==> src/rtl/gfmul_pkg.sv <==
package gfmul_pkg;

  // Strobes from the control half to the datapath half
  typedef struct packed {
    logic capture;   // load the operand holding registers
    logic publish;   // load the final remainder into the output register
  } gfmulStrobe_t;

endpackage

==> src/rtl/gfmul_stage.sv <==
// One cell of the unrolled array: shift, gated add, conditional reduce.
module gfmul_stage #(
  parameter int unsigned WIDTH = 8
) (
  input  logic [WIDTH-1:0] prevRem,
  input  logic [WIDTH-1:0] modLow,
  input  logic [WIDTH:0]   leadMask,
  input  logic [WIDTH-1:0] multiplicand,
  input  logic             coeff,
  output logic [WIDTH-1:0] nextRem
);
  localparam int unsigned PW = WIDTH + 1;

  logic [PW-1:0] shifted;
  logic [PW-1:0] summed;
  logic          overDegree;

  always_comb begin
    shifted    = {prevRem, 1'b0};
    summed     = shifted ^ {1'b0, multiplicand & {WIDTH{coeff}}};
    overDegree = |(summed & leadMask);
    // The bit at the degree of the modulus cancels and is dropped.
    // Bits above that degree are already zero.
    nextRem    = summed[WIDTH-1:0] ^ (modLow & {WIDTH{overDegree}});
  end

endmodule

==> src/rtl/gfmul_ctrl.sv <==
// Start chain: tracks each operation down the pipeline.
module gfmul_ctrl
  import gfmul_pkg::*;
#(
  parameter int unsigned WIDTH = 8
) (
  input  logic         clk,
  input  logic         rstN,
  input  logic         start,
  output gfmulStrobe_t strobe,
  output logic         resultValid
);
  localparam int unsigned DEPTH = WIDTH + 1;

  logic [DEPTH-1:0] inFlight;

  always_ff @(posedge clk or negedge rstN) begin
    if (!rstN) inFlight <= '0;
    else       inFlight <= {inFlight[DEPTH-2:0], start};
  end

  assign strobe.capture = start;
  assign strobe.publish = inFlight[DEPTH-2];
  assign resultValid    = inFlight[DEPTH-1];

endmodule

==> src/rtl/gfmul_datapath.sv <==
// Operand capture, unrolled stage array and output register.
module gfmul_datapath
  import gfmul_pkg::*;
#(
  parameter int unsigned WIDTH = 8
) (
  input  logic             clk,
  input  logic             rstN,
  input  gfmulStrobe_t     strobe,
  input  logic [WIDTH:0]   modulus,
  input  logic [WIDTH-1:0] multiplicand,
  input  logic [WIDTH-1:0] multiplier,
  output logic [WIDTH-1:0] result
);
  localparam int unsigned PW = WIDTH + 1;

  // One-hot marker of the modulus degree
  logic [PW-1:0] leadIn;
  always_comb begin
    leadIn = '0;
    for (int i = 0; i < PW; i++) begin
      if (modulus[i]) begin
        leadIn    = '0;
        leadIn[i] = 1'b1;
      end
    end
  end

  for (genvar k = 0; k < WIDTH; k++) begin : g_stage
    logic [WIDTH-1:0]   inP;
    logic [WIDTH-1:0]   inA;
    logic [PW-1:0]      inM;
    logic [WIDTH-1-k:0] inB;      // multiplier bits not yet consumed
    logic [WIDTH-1:0]   prevRem;
    logic [WIDTH-1:0]   nextRem;
    logic [WIDTH-1:0]   remQ;

    if (k == 0) begin : g_first
      always_ff @(posedge clk or negedge rstN) begin
        if (!rstN) begin
          inP <= '0;
          inA <= '0;
          inM <= '0;
          inB <= '0;
        end else if (strobe.capture) begin
          inP <= modulus[WIDTH-1:0];
          inA <= multiplicand;
          inM <= leadIn;
          inB <= multiplier;
        end
      end
      assign prevRem = '0;
    end else begin : g_next
      always_ff @(posedge clk or negedge rstN) begin
        if (!rstN) begin
          inP <= '0;
          inA <= '0;
          inM <= '0;
          inB <= '0;
        end else begin
          inP <= g_stage[k-1].inP;
          inA <= g_stage[k-1].inA;
          inM <= g_stage[k-1].inM;
          inB <= g_stage[k-1].inB[WIDTH-1-k:0];
        end
      end
      assign prevRem = g_stage[k-1].remQ;
    end

    gfmul_stage #(.WIDTH(WIDTH)) u_cell (
      .prevRem      (prevRem),
      .modLow       (inP),
      .leadMask     (inM),
      .multiplicand (inA),
      .coeff        (inB[WIDTH-1-k]),
      .nextRem      (nextRem)
    );

    if (k < WIDTH - 1) begin : g_pipe
      always_ff @(posedge clk or negedge rstN) begin
        if (!rstN) remQ <= '0;
        else       remQ <= nextRem;
      end
    end else begin : g_out
      always_ff @(posedge clk or negedge rstN) begin
        if (!rstN)               remQ <= '0;
        else if (strobe.publish) remQ <= nextRem;
      end
    end
  end

  assign result = g_stage[WIDTH-1].remQ;

endmodule

==> src/rtl/gfmul_top.sv <==
module gfmul_top
  import gfmul_pkg::*;
#(
  parameter int unsigned WIDTH = 8
) (
  input  logic             clk,
  input  logic             rstN,
  input  logic             start,
  input  logic [WIDTH:0]   modulus,
  input  logic [WIDTH-1:0] multiplicand,
  input  logic [WIDTH-1:0] multiplier,
  output logic [WIDTH-1:0] result,
  output logic             resultValid
);
  gfmulStrobe_t strobe;

  gfmul_ctrl #(.WIDTH(WIDTH)) u_ctrl (
    .clk         (clk),
    .rstN        (rstN),
    .start       (start),
    .strobe      (strobe),
    .resultValid (resultValid)
  );

  gfmul_datapath #(.WIDTH(WIDTH)) u_datapath (
    .clk          (clk),
    .rstN         (rstN),
    .strobe       (strobe),
    .modulus      (modulus),
    .multiplicand (multiplicand),
    .multiplier   (multiplier),
    .result       (result)
  );

endmodule

==> config.mk <==
export PLATFORM = sky130hd
export DESIGN_NAME = gfmul_top
export DESIGN_NICKNAME = d
export VERILOG_FILES = /design/src/rtl/gfmul_pkg.sv /design/src/rtl/gfmul_stage.sv /design/src/rtl/gfmul_ctrl.sv /design/src/rtl/gfmul_datapath.sv /design/src/rtl/gfmul_top.sv
export SDC_FILE = /design/constraint.sdc
export NUM_CORES = 1
export LEC_CHECK = 0
export BUFFER_PORTS_ARGS = -buffer_cell sky130_fd_sc_hd__buf_2
export CELL_PAD_IN_SITES_DETAIL_PLACEMENT = 1
export CELL_PAD_IN_SITES_GLOBAL_PLACEMENT = 1
export CORE_MARGIN = 4
export CORE_UTILIZATION = 43
export DETAILED_ROUTE_END_ITERATION = 16
export GPL_TIMING_DRIVEN = 0
export PLACE_DENSITY = 0.73
export RECOVER_POWER = 100
export SLEW_MARGIN = 25
export SYNTH_ARGS = -nofsm -noshare
export SYNTH_HDL_FRONTEND = slang
export SYNTH_HIERARCHICAL = 1
export SYNTH_SLANG_ARGS = --single-unit
==> constraint.sdc <==
create_clock -name clk -period 2.08 [get_ports clk]
set_input_delay 0.416 -clock clk [delete_from_list [all_inputs] [get_ports clk]]
set_output_delay 0.416 -clock clk [all_outputs]
set_load 0.05 [all_outputs]
; Word-level counts from Yosys, hierarchy flattened
; Index checks and enable logic that the tools add are counted.
[classes]
multipliers = 0
bitwise_logic = 39
n_reduce_logical = 8
mux = 9
n_div = 0
n_eq_ne = 0
add_sub_neg = 0
shifts = 0
magnitude_cmp = 0
[ops]
columns = operator, count
row1 = $and 8x8->8, 16
row2 = $mux 9, 8
row3 = $reduce_or 9->1, 8
row4 = $xor 8x8->8, 8
row5 = $and 9x9->9, 7
row6 = $xor 9x8->9, 7
row7 = $and 8x9->9, 1
row8 = $mux 1, 1
[word_totals]
romBits = 0
output_inout_bits = 9
mem_bits_rw = 0
elab_cells = 97
regBits = 309
n_memories = 0
input_bits = 28
latch_bits = 0

; Depth between registers and ports, before layout
; Gate-level depths: netlist of the first run.
[depth]
ltp_word = 9
depth_mapped = 7
ltp_nobuf = 6

; Hierarchy
; Netlist of the first run, hierarchy kept.
[by_module_without_submodules]
columns = module, area_each_um2, instances, seq_area_each_um2, cells_each
row1 = gfmul_datapath, 8057.7, 1, 7507.2, 370
row2 = gfmul_stage, 411.6, 8, 0.0, 48
row3 = gfmul_ctrl, 240.2, 1, 225.2, 11

; Worst setup path after synthesis of the first run
; Ideal clock, no wire load.
[synth_timing]
path_kind = reg2reg
start = reg u_datapath.g_stage[7].inB
end = reg u_datapath.g_stage[7].remQ[3], in the netlist u_datapath/result[3]
path_buffers = 1
path_stages_with_launch = 8
path_slack_ns = 0.287
arrival_ns = 1.668
setup_ns = 0.125
period_less_slack_ns = 1.793
required_time_ns = 1.955
cell_sequence = dfrtp_1 -> buf_6 -> a32oi_1 -> o211ai_1 -> a221oi_4 -> a21boi_1 -> xor2_1 -> mux2_2
[synth_between]
elab_chain_cells = 6
[synth_lines]
columns = element, line
row1 = start: declaration, gfmul_datapath.sv:33  ; logic [WIDTH-1-k:0] inB;
row2 = start signal: assignment, gfmul_datapath.sv:64  ; inB <= g_stage[k-1].inB[WIDTH-1-k:0];
row3 = $and 8x8->8 (*), gfmul_stage.sv:20  ; summed = shifted ^ {1'b0, multiplicand & {WIDTH{coeff}}};
row4 = $xor 9x8->9 (*), gfmul_stage.sv:20
row5 = $and 9x9->9, gfmul_stage.sv:21  ; overDegree = |(summed & leadMask);
row6 = $reduce_or 9->1, gfmul_stage.sv:21
row7 = $and 8x8->8, gfmul_stage.sv:24  ; nextRem = summed[WIDTH-1:0] ^ (modLow & {WIDTH{overDegree}});
row8 = $xor 8x8->8 (*), gfmul_stage.sv:24
row9 = via u_datapath.g_stage[7].nextRem[3], gfmul_datapath.sv:35  ; logic [WIDTH-1:0] nextRem;
row10 = end signal: assignment, gfmul_datapath.sv:87  ; else if (strobe.publish) remQ <= nextRem;
row11 = end: declaration, gfmul_datapath.sv:36  ; logic [WIDTH-1:0] remQ;
; The timed path passes the listed nets; every way through them passes the cells marked *.
; A chain may end at the register's enable or synchronous reset.

; Final worst setup path of the first run
; Ends and elaborated chain as after synthesis.

==> results.sh, run 1 <==
export IMPL_wl_per_cell_um=16.2
export IMPL_reg2reg_depth=8
export IMPL_grt_max_degree=99
export IMPL_clk_latency_ns=0.55
export IMPL_relSlewSlack_pct=24.3
export IMPL_antenna_left=0
export IMPL_ys_warn_count=6
export IMPL_switching_share_pct=28.5
export IMPL_slowest_delay_ns=0.37
export IMPL_worst_slew_pin_slew_ns=1.14
export IMPL_coreArea_um2=26300
export IMPL_cap_violations=0
export IMPL_r2r_end="u_datapath/result[3]"
export IMPL_cts_buffers=31
export IMPL_first_iter_violations=250
export IMPL_hold_slack_ns=0.0856
export IMPL_synth_area_leaders="dfrtp_1, mux2_2, xnor2_1, xor2_1, a21boi_2"
export IMPL_cts_buffer_depth=3
export IMPL_synth_area_leader_cell="dfrtp_1"
export IMPL_ys_types=32
export IMPL_async_reset_ff_share_pct=100
export IMPL_post_synth_top_count_cell="dfrtp_1"
export IMPL_path_buf_inv=2
export IMPL_cts_tree="built"
export IMPL_holdPathStages=2
export IMPL_power_density_nw_per_um2=1220
export IMPL_ys_ff_latch=309
export IMPL_area_growth_syn_to_layout_pct=14.4
export IMPL_period_share_pct=93.4
export IMPL_path_class="reg2reg"
export IMPL_p_sw_mw=4.61
export IMPL_synth_area_um2=11600
export IMPL_die_area_um2=29600
export IMPL_synth_top_area_share_pct=66.7
export IMPL_min_from="modulus[1]"
export IMPL_ios=37
export IMPL_gp_congestion=0.741
export IMPL_pwr_share_comb_pct=20.6
export IMPL_overflow=0
export IMPL_viasPerCell=4.73
export IMPL_crit_chain="buf_6, and2_2, o211ai_1, a221oi_4, buf_12, a21boi_0, xor2_1, mux2_2"
export IMPL_antenna_cells=0
export IMPL_io_buffers=36
export IMPL_grt_pass1_vias=6581
export IMPL_layout_setup_ws_ns=0.137
export IMPL_p_leak_nw=5.69
export IMPL_fin_skew_ns=0.0149
export IMPL_setup_viol=0
export IMPL_pwr_share_seq_pct=46.8
export IMPL_min_period_ns=1.94
export IMPL_place_inst=1154
export IMPL_track_usage_pct=14.0
export IMPL_ys_seq_area_share_pct=66.7
export IMPL_rsz0062_at_grt="false"
export IMPL_cp_start_kind="flop"
export IMPL_cts_max_level=1
export IMPL_hold_path_endpoint="u_datapath/g_stage[0].inM[0]"
export IMPL_path_delay_family="compound AO/OA/AOI/OAI gates"
export IMPL_required_ns=2.51
export IMPL_ys_flop_type="dfrtp_1"
export IMPL_antenna_found_initial=0
export IMPL_p_int_mw=11.6
export IMPL_clock_root_buffer="clkbuf_16"
export IMPL_hp_class="in2reg"
export IMPL_r2r_slack_ns=0.14
export IMPL_layout_drive_gt1_share_pct=23.6
export IMPL_timing_rr_start="u_datapath/g_stage[7].inB"
export IMPL_nNetsFinal=886
export IMPL_status="complete, no violations"
export IMPL_synth_enable_flop_cells=0
export IMPL_die_h_um=172
export IMPL_cp_arrival_ns=2.38
export IMPL_start_util_pct=44.1
export IMPL_ir_worst_vdd_uv=759
export IMPL_pwr_share_clk_pct=32.6
export IMPL_yosys_top_cells_count="dfrtp_1, nand2_1, xnor2_1, mux2_2, xor2_1"
export IMPL_routed_wl_um=19700
export IMPL_drc=0
export IMPL_drt_first_pass_iters=3
export IMPL_grt_pass1_wl_um=33000
export IMPL_layout_cells_non_filler=1216
export IMPL_fmax_mhz=515
export IMPL_worstPathMaxFanout=10
export IMPL_hold_viol=0
export IMPL_rows=59
export IMPL_clock_sinks=309
export IMPL_place_hpwl_um=14300
export IMPL_cpMaxStageDelayCell="dfrtp_1"
export IMPL_avgSynthCellArea_um2=15.2
export IMPL_vias=5749
export IMPL_die_w_um=172
export IMPL_critPathCaptureType="flop"
export IMPL_synthCells=765
export IMPL_clk_pin_slew_ns=0.06
export IMPL_dpl_worst_slack_ns=0.0251
export IMPL_final_max_slew_viol_count=0
-- metrics by stage --
step | cell area (µm²) | power, mW | TNS [ns] | util, %
5_1_grt | 13300 | 17.1 | 0 | 50.5
6_report | 13300 | 16.2 | 0 | 50.5
2_1_floorplan | 11600 | 10.2 | 0 | -
3_3_place_gp | 12200 | 11.0 | -1469.41 | 46.6
4_1_cts | 13300 | 16.5 | 0 | 50.8
3_5_place_dp | 12300 | 11.2 | 0 | 47.0
-- area by class of cell --
type,instances,area [µm²]
Sequential cell,309,7730
Clock buffer,45,898
Clock inverter,11,87.6
Buffer,15,118
Timing Repair Buffer,45,297
Tap cell,335,419
Fill cell,2582,13000
Inverter,19,71.3
Multi-Input combinational cell,437,3640
-- power by group through the flow --
| stage | combinational, mW | clock (mW) | sequential [mW] |
|---|---|---|---|
| 2_1_floorplan | 2.39 | 0 | 7.81 |
| 3_3_place_gp | 3.34 | 0 | 7.63 |
| 3_5_place_dp | 3.45 | 0 | 7.70 |
| 4_1_cts | 3.48 | 5.45 | 7.60 |
| 5_1_grt | 3.60 | 5.74 | 7.71 |
| 6_report | 3.33 | 5.28 | 7.58 |
-- worst max path at each step --
stage / end / slack, ns / start / cells after the start
3_3_place_gp: u_datapath/g_stage[0].inA[6] / -4.78 / rstN / 1
4_1_cts: u_datapath/result[6] / 0.01 / u_datapath/g_stage[7].inB / 7
2_1_floorplan: u_datapath/result[3] / 0.29 / u_datapath/g_stage[7].inB / 7
3_5_place_dp: u_datapath/result[6] / 0.03 / u_datapath/g_stage[7].inB / 7
5_1_grt: u_datapath/result[3] / 0.02 / u_datapath/g_stage[7].inB / 8
6_report: u_datapath/result[3] / 0.14 / u_datapath/g_stage[7].inB / 8
-- placed cells by master (no fill, tap or decap), drive strengths merged, types with 3 or more instances in the layout --
cell    Yosys  routed
mux2       54      54
nand4b      8       8
xor2       48      48
a32oi       8       8
o21ai       7       7
o22ai       3       3
nand2      92      92
clkbuf      2      63
or4         3       3
nand2b     16      16
or2b        8       8
a21boi     64      64
clkinv      0       9
o2111a      8       8
inv        19      20
buf        13      40
conb        1      16
a221oi      8       8
and2        8       8
o211ai      8       8
dfrtp     309     309
xnor2      72      72
-- sequential cells by signal, indices dropped and copies added, names as in the netlist --
name and flops:
u_datapath/g_stage.inM 72, u_datapath/result 8, u_datapath/g_stage.inB 36, u_datapath/g_stage.inP 64, u_ctrl/inFlight 9, u_datapath/g_stage.inA 64, u_datapath/g_stage.remQ 56
-- per-layer routing --
| layer | track usage, % | share of wire (%) |
|---|---|---|
| met2 | 28.1 | 58 |
| met4 | 3.73 | 2.6 |
| met5 | 0 | 0 |
| met1 | 14.8 | 36 |
| met3 | 2.47 | 3.1 |
-- logic make-up after synthesis --
logic type / share of synthesized area [%]
flops: 66.7
xor+xnor: 9.59
other cells: 0.0324
mux: 5.25
buf+inv: 1.68
simple gates: 6.64
compound gates: 10.1
-- repair_timing --
item                                    CTS  global route
hold endpoints to repair                 21             0
hold buffers                              2             0
resized for setup                         0             0
endpoints found under the setup margin    0             9
buffers inserted                          0             4
No activity file was read; power rests on OpenSTA's default activity.
==> run 2: changes to the inputs <==
==> constraint.sdc (replaced) <==
create_clock -name clk -period 1.8 [get_ports clk]
set_input_delay 0.36 -clock clk [delete_from_list [all_inputs] [get_ports clk]]
set_output_delay 0.36 -clock clk [all_outputs]
set_load 0.05 [all_outputs]
==> run 2 against run 1 <==
Against the previous run:
- the flow now finishes with violations (setup timing)
- first-iteration DRC count increased by 8.4%
- sequential power increased by 16%
- combinational power increased by 27%
- non-clock buffer count increased by 16
- clock skew increased by 0.0016 ns
- final area increased by 1.9%
- clock power increased by 16%
- largest cell class unchanged
- highest routed layer unchanged
==> results.sh, run 2 (synthesis results as in run 1) <==
export IMPL_ios=37
export IMPL_grt_max_degree=99
export IMPL_antenna_cells=0
export IMPL_grt_pass1_vias=6689
export IMPL_violations="setup timing"
export IMPL_hold_viol=0
export IMPL_p_leak_nw=5.85
export IMPL_final_util_pct=51.4
export IMPL_rows=59
export IMPL_wl_met1_um=7290
export IMPL_area_growth_syn_to_layout_pct=16.6
export IMPL_reg2reg_depth=9
export IMPL_cp_arrival_ns=2.39
export IMPL_die_h_um=172
export IMPL_routed_wl_um=20400
export IMPL_cts_buffers=31
export IMPL_min_period_ns=1.95
export IMPL_rsz0062_at_grt="true"
export IMPL_die_w_um=172
export IMPL_nFillCells=2557
export IMPL_gp_congestion=0.741
export IMPL_antenna_left=0
export IMPL_fin_skew_ns=0.0165
export IMPL_hp_class="in2reg"
export IMPL_slowest_delay_ns=0.37
export IMPL_cpMaxStageDelayCell="dfrtp_1"
export IMPL_final_common_cell="dfrtp_1"
export IMPL_io_buffers=36
export IMPL_pwr_share_clk_pct=31.9
export IMPL_fmax_mhz=513
export IMPL_first_iter_violations=271
export IMPL_required_ns=2.24
export IMPL_track_usage_pct=14.4
export IMPL_relSlewSlack_pct=43.4
export IMPL_cp_start_kind="flop"
export IMPL_r2r_slack_ns=-0.15
export IMPL_grt_pass1_wl_um=33700
export IMPL_path_class="reg2reg"
export IMPL_wl_per_cell_um=16.5
export IMPL_holdPathStages=2
export IMPL_p_sw_mw=5.51
export IMPL_top_layer_used="met4"
export IMPL_antenna_found_initial=0
export IMPL_power_density_nw_per_um2=1410
export IMPL_start_util_pct=44.1
export IMPL_min_from="modulus[1]"
export IMPL_ir_worst_vdd_uv=898
export IMPL_setup_viol=9
export IMPL_layout_setup_ws_ns=-0.150
export IMPL_clock_sinks=309
export IMPL_drc=0
export IMPL_pwr_share_seq_pct=45.9
export IMPL_clk_latency_ns=0.55
export IMPL_r2r_end="u_datapath/result[3]"
export IMPL_drt_first_pass_iters=4
export IMPL_clk_pin_slew_ns=0.06
export IMPL_timing_rr_start="u_datapath/g_stage[7].inB"
export IMPL_vias=5832
export IMPL_wl_met3_um=592
export IMPL_cap_violations=0
export IMPL_nNetsFinal=902
export IMPL_crit_chain="buf_6, buf_6, nand4b_1, o211ai_1, a221oi_4, buf_12, a21boi_2, xor2_1, mux2_4"
export IMPL_layout_drive_gt1_share_pct=29.8
export IMPL_final_cell_mix="dfrtp_1, nand2_1, xnor2_1"
export IMPL_top_regs="u_datapath/g_stage.inM (72), u_datapath/g_stage.inA (64), u_datapath/g_stage.inP (64)"
export IMPL_p_total_mw=19.1
export IMPL_p_int_mw=13.6
export IMPL_viasPerCell=4.73
export IMPL_clock_root_buffer="clkbuf_16"
export IMPL_cts_tree="built"
export IMPL_wl_met2_um=12000
export IMPL_worstPathMaxFanout=7
export IMPL_largest_register_ffs=72
export IMPL_cts_max_level=1
export IMPL_crit_path_frequent_cell="buf_6"
export IMPL_regMostFlops="u_datapath/g_stage.inM"
export IMPL_final_max_slew_viol_count=0
export IMPL_pwr_share_comb_pct=22.2
export IMPL_status="finished, violations left"
export IMPL_die_area_um2=29600
export IMPL_place_hpwl_um=14300
export IMPL_period_share_pct=108
export IMPL_switching_share_pct=28.8
export IMPL_hold_path_endpoint="u_datapath/g_stage[0].inM[0]"
export IMPL_worst_slew_pin_slew_ns=0.848
export IMPL_cts_buffer_depth=3
export IMPL_critPathCaptureType="flop"
export IMPL_coreArea_um2=26300
export IMPL_overflow=0
[run 2: cell types whose count changed in the layout (fill, tap and decap cells not counted), moves of 3 or more]
cell	delta
a21boi_0	-46
a21boi_1	+19
a21boi_2	+26
buf_4	+3
buf_6	+4
clkbuf_1	-7
clkbuf_2	+16
mux2_2	-3
mux2_4	+3
xnor2_1	-5
xnor2_2	+5
[run 2: cell type report]
class	instances	area, µm²	share of cell area, %
clock buffer	45	898	6.65
multi-input combinational	437	3790	28.1
sequential	309	7730	57.2
buffer	15	113	0.833
clock inverter	11	87.6	0.648
timing repair buffer	61	400	2.96
inverter	19	71.3	0.528
tap	335	419	3.10
[run 2: through the flow]
| step | hold slack (ns) | cells | area [µm²] | TNS (ns) | setup slack [ns] |
|---|---|---|---|---|---|
| 6_report | 0.0270 | 1232 | 13500 | -1.05 | -0.150 |
| 5_1_grt | 0.0132 | 1232 | 13500 | -12.33 | -0.208 |
| 4_1_cts | 0.00166 | 1232 | 13600 | -0.994 | -0.140 |
| 3_5_place_dp | 0.211 | 1154 | 12300 | -2.98 | -0.255 |
| 3_3_place_gp | 0.333 | 1151 | 12200 | -1540.86 | -5.01 |
| 2_1_floorplan | 0.0644 | 780 | 11600 | 0 | 0.00749 |
[run 2: worst max path at each step]
stage,start,cells after the start,endpoint
6_report,u_datapath/g_stage[7].inB,9,u_datapath/result[3]
5_1_grt,u_datapath/g_stage[7].inB,9,u_datapath/result[3]
3_3_place_gp,rstN,1,u_datapath/g_stage[0].inA[6]
4_1_cts,u_datapath/g_stage[7].inB,8,u_datapath/result[2]
2_1_floorplan,u_datapath/g_stage[7].inB,7,u_datapath/result[3]
3_5_place_dp,u_datapath/g_stage[7].inB,7,u_datapath/result[6]
[run 2: power by group through the flow]
stage,clock [mW],sequential [mW],combinational [mW]
2_1_floorplan,0,9.02,2.76
3_3_place_gp,0,8.82,3.86
3_5_place_dp,0,8.90,3.99
4_1_cts,6.30,8.79,4.35
5_1_grt,6.64,8.93,4.56
6_report,6.10,8.78,4.24
[run 2: metal layers]
metal  global-route usage [%]  up-vias
met1                     15.0     2941
met4                     3.90        0
met5                        0        -
li1                         -     2773
met3                     2.42       41
met2                     29.2       77
[run 2: timing repair]
action | CTS | global route
setup buffers | 20 | 0
pin swaps | 6 | 8
endpoints found under the hold margin | 46 | 0
endpoints found under the setup margin | 19 | 17
hold buffers | 2 | 0
gates resized for setup | 15 | 14
[run 2: critical path, delay by kind of cell, from the launching register on]
family | cells | cell delay, ns
AO/OA/AOI/OAI | 3 | 0.52
buffers and inverters | 3 | 0.44
multiplexers | 1 | 0.26
AND/OR/NAND/NOR | 1 | 0.09
flip-flops | 1 | 0.37
XOR/XNOR | 1 | 0.14
==> run 3: changes to the inputs <==
--- a/config.mk
+++ b/config.mk
@@ -9,10 +9,10 @@
 export CELL_PAD_IN_SITES_DETAIL_PLACEMENT = 1
 export CELL_PAD_IN_SITES_GLOBAL_PLACEMENT = 1
 export CORE_MARGIN = 4
-export CORE_UTILIZATION = 43
+export CORE_UTILIZATION = 35
 export DETAILED_ROUTE_END_ITERATION = 16
 export GPL_TIMING_DRIVEN = 0
-export PLACE_DENSITY = 0.73
+export PLACE_DENSITY = 0.63
 export RECOVER_POWER = 100
 export SLEW_MARGIN = 25
 export SYNTH_ARGS = -nofsm -noshare
==> run 3 against run 2 <==
Against the previous run:
- the run still ends with setup timing left
- global-route usage decreased by 2.8 points
- critical path depth decreased by 1
- via count decreased by 0.27%
- sequential power about the same
- register-to-register slack improved by 0.05 ns
- non-clock buffer count unchanged
- worst setup slack improved by 0.048 ns
- cell count increased by 9.0%
- clock-buffer cell count increased by 3
- die area increased by 22%
- flip-flop and latch count unchanged
- critical endpoint unchanged
==> results.sh, run 3 (synthesis results as in run 1) <==
export IMPL_final_common_cell="dfrtp_1"
export IMPL_cts_buffer_depth=3
export IMPL_drc=0
export IMPL_min_period_ns=1.90
export IMPL_power_density_nw_per_um2=1450
export IMPL_fin_skew_ns=0.00999
export IMPL_die_w_um=190
export IMPL_multiInputGateArea_um2=3770
export IMPL_nFillCells=3304
export IMPL_cp_arrival_ns=2.28
export IMPL_nNetsFinal=905
export IMPL_top_regs="u_datapath/g_stage.inM (72), u_datapath/g_stage.inA (64), u_datapath/g_stage.inP (64)"
export IMPL_viasPerCell=4.33
export IMPL_rsz0062_at_grt="true"
export IMPL_violations="setup timing"
export IMPL_layout_setup_ws_ns=-0.102
export IMPL_antenna_found_initial=0
export IMPL_area_growth_syn_to_layout_pct=19.5
export IMPL_dpl_worst_slack_ns=-0.247
export IMPL_grt_max_degree=98
export IMPL_first_iter_violations=176
export IMPL_p_leak_nw=5.94
export IMPL_start_util_pct=35.5
export IMPL_layout_drive_gt1_share_pct=29.7
export IMPL_clock_sinks=309
export IMPL_worst_slew_pin_slew_ns=0.832
export IMPL_gp_congestion=0.722
export IMPL_cap_violations=0
export IMPL_overflow=0
export IMPL_r2r_end="u_datapath/result[3]"
export IMPL_worstPathMaxFanout=10
export IMPL_final_cell_area_um2=13800
export IMPL_cts_tree="built"
export IMPL_crit_end="u_datapath/result[3]"
export IMPL_placed_area_um2=12500
export IMPL_final_cell_mix="dfrtp_1, nand2_1, xnor2_1"
export IMPL_largest_register_ffs=72
export IMPL_relSlewSlack_pct=44.5
export IMPL_regMostFlops="u_datapath/g_stage.inM"
export IMPL_hp_class="in2reg"
export IMPL_required_ns=2.18
export IMPL_wl_per_cell_um=15.0
export IMPL_clock_root_buffer="clkbuf_16"
export IMPL_final_max_slew_viol_count=0
export IMPL_grt_pass1_wl_um=33800
export IMPL_place_hpwl_um=14300
export IMPL_vias=5816
export IMPL_cts_buffers=34
export IMPL_period_share_pct=106
export IMPL_reg2reg_depth=8
export IMPL_antenna_cells=0
export IMPL_drt_first_pass_iters=4
export IMPL_grt_pass1_vias=6646
export IMPL_hold_viol=0
export IMPL_rows=66
export IMPL_die_h_um=190
export IMPL_startpoint="u_datapath/g_stage[7].inB"
export IMPL_hold_slack_ns=0.0876
export IMPL_die_area_um2=36100
export IMPL_antenna_left=0
export IMPL_cts_max_level=2
export IMPL_io_buffers=36
export IMPL_ir_worst_vdd_uv=773
export IMPL_coreArea_um2=32600
export IMPL_status="finished, violations left"
export IMPL_timing_rr_start="u_datapath/g_stage[7].inB"
export IMPL_final_util_pct=42.4
export IMPL_clk_latency_ns=0.50
export IMPL_fmax_mhz=526
export IMPL_routed_wl_um=20100
export IMPL_track_usage_pct=11.6
export IMPL_setup_viol=10
export IMPL_path_class="reg2reg"
export IMPL_cp_start_kind="flop"
export IMPL_critPathCaptureType="flop"
export IMPL_regArea_um2=7730
export IMPL_ios=37
export IMPL_clk_pin_slew_ns=0.06
export IMPL_r2r_slack_ns=-0.10
run 3: power by group:
group | switching, mW | internal [mW]
registers | 0.668 | 8.08
logic | 2.24 | 1.97
clock network | 2.64 | 4.51
run 3: worst min path at each step:
stage	from	to	slack (ns)	depth (start not counted)
after global placement	u_datapath/g_stage[4].inB[1]	u_datapath/g_stage[5].inB[1]	0.33	0
after detailed placement	rstN	u_datapath/result[7]	0.25	1
after CTS	modulus[1]	u_datapath/g_stage[0].inM[0]	0.07	2
after global routing	multiplicand[7]	u_datapath/g_stage[0].inA[7]	0.08	2
final	modulus[1]	u_datapath/g_stage[0].inM[0]	0.09	2
after floorplan	rstN	u_ctrl/inFlight[0]	0.06	0
run 3: per-stage QoR:
step / setup TNS [ns] / power (mW) / instances
3_5_place_dp: -2.99 / 12.9 / 1261
5_1_grt: -2.25 / 21.2 / 1343
3_3_place_gp: -1592.77 / 12.7 / 1258
6_report: -0.680 / 20.1 / 1343
2_1_floorplan: 0 / 11.8 / 780
4_1_cts: -0.760 / 20.5 / 1340
run 3: what timing repair did:
item	4_1_cts	5_1_grt
hold buffers	2	0
setup buffers	17	3
setup endpoints to repair	21	30
resized for setup	8	15
hold endpoints to repair	35	0
pin swaps	2	7
run 3: final cells by class:
| cell class | instances | share of cell area [%] |
|---|---|---|
| plain buffers | 15 | 0.868 |
| clock inverters | 12 | 1.18 |
| well taps | 442 | 3.99 |
| inverters | 19 | 0.515 |
| multi-input cells | 437 | 27.2 |
| repair buffers | 61 | 3.00 |
| clock buffers | 48 | 7.35 |
| flip-flops and latches | 309 | 55.8 |
run 3: per-layer routing:
| metal | vias to the layer above | global-route usage, % | wire (µm) |
|---|---|---|---|
| met5 | - | 0 | 0 |
| met1 | 2939 | 13.0 | 7680 |
| li1 | 2767 | - | - |
| met4 | 0 | 3.42 | 415 |
| met2 | 74 | 22.1 | 11300 |
| met3 | 36 | 2.24 | 687 |
run 3: critical path: stages (launching register included):
cell and delay [ns]:
dfrtp_1 0.37, buf_6 0.14, a32oi_2 0.18, o211ai_1 0.19, a221oi_4 0.26, buf_12 0.17
a21boi_2 0.06, xor2_1 0.14, mux2_4 0.26
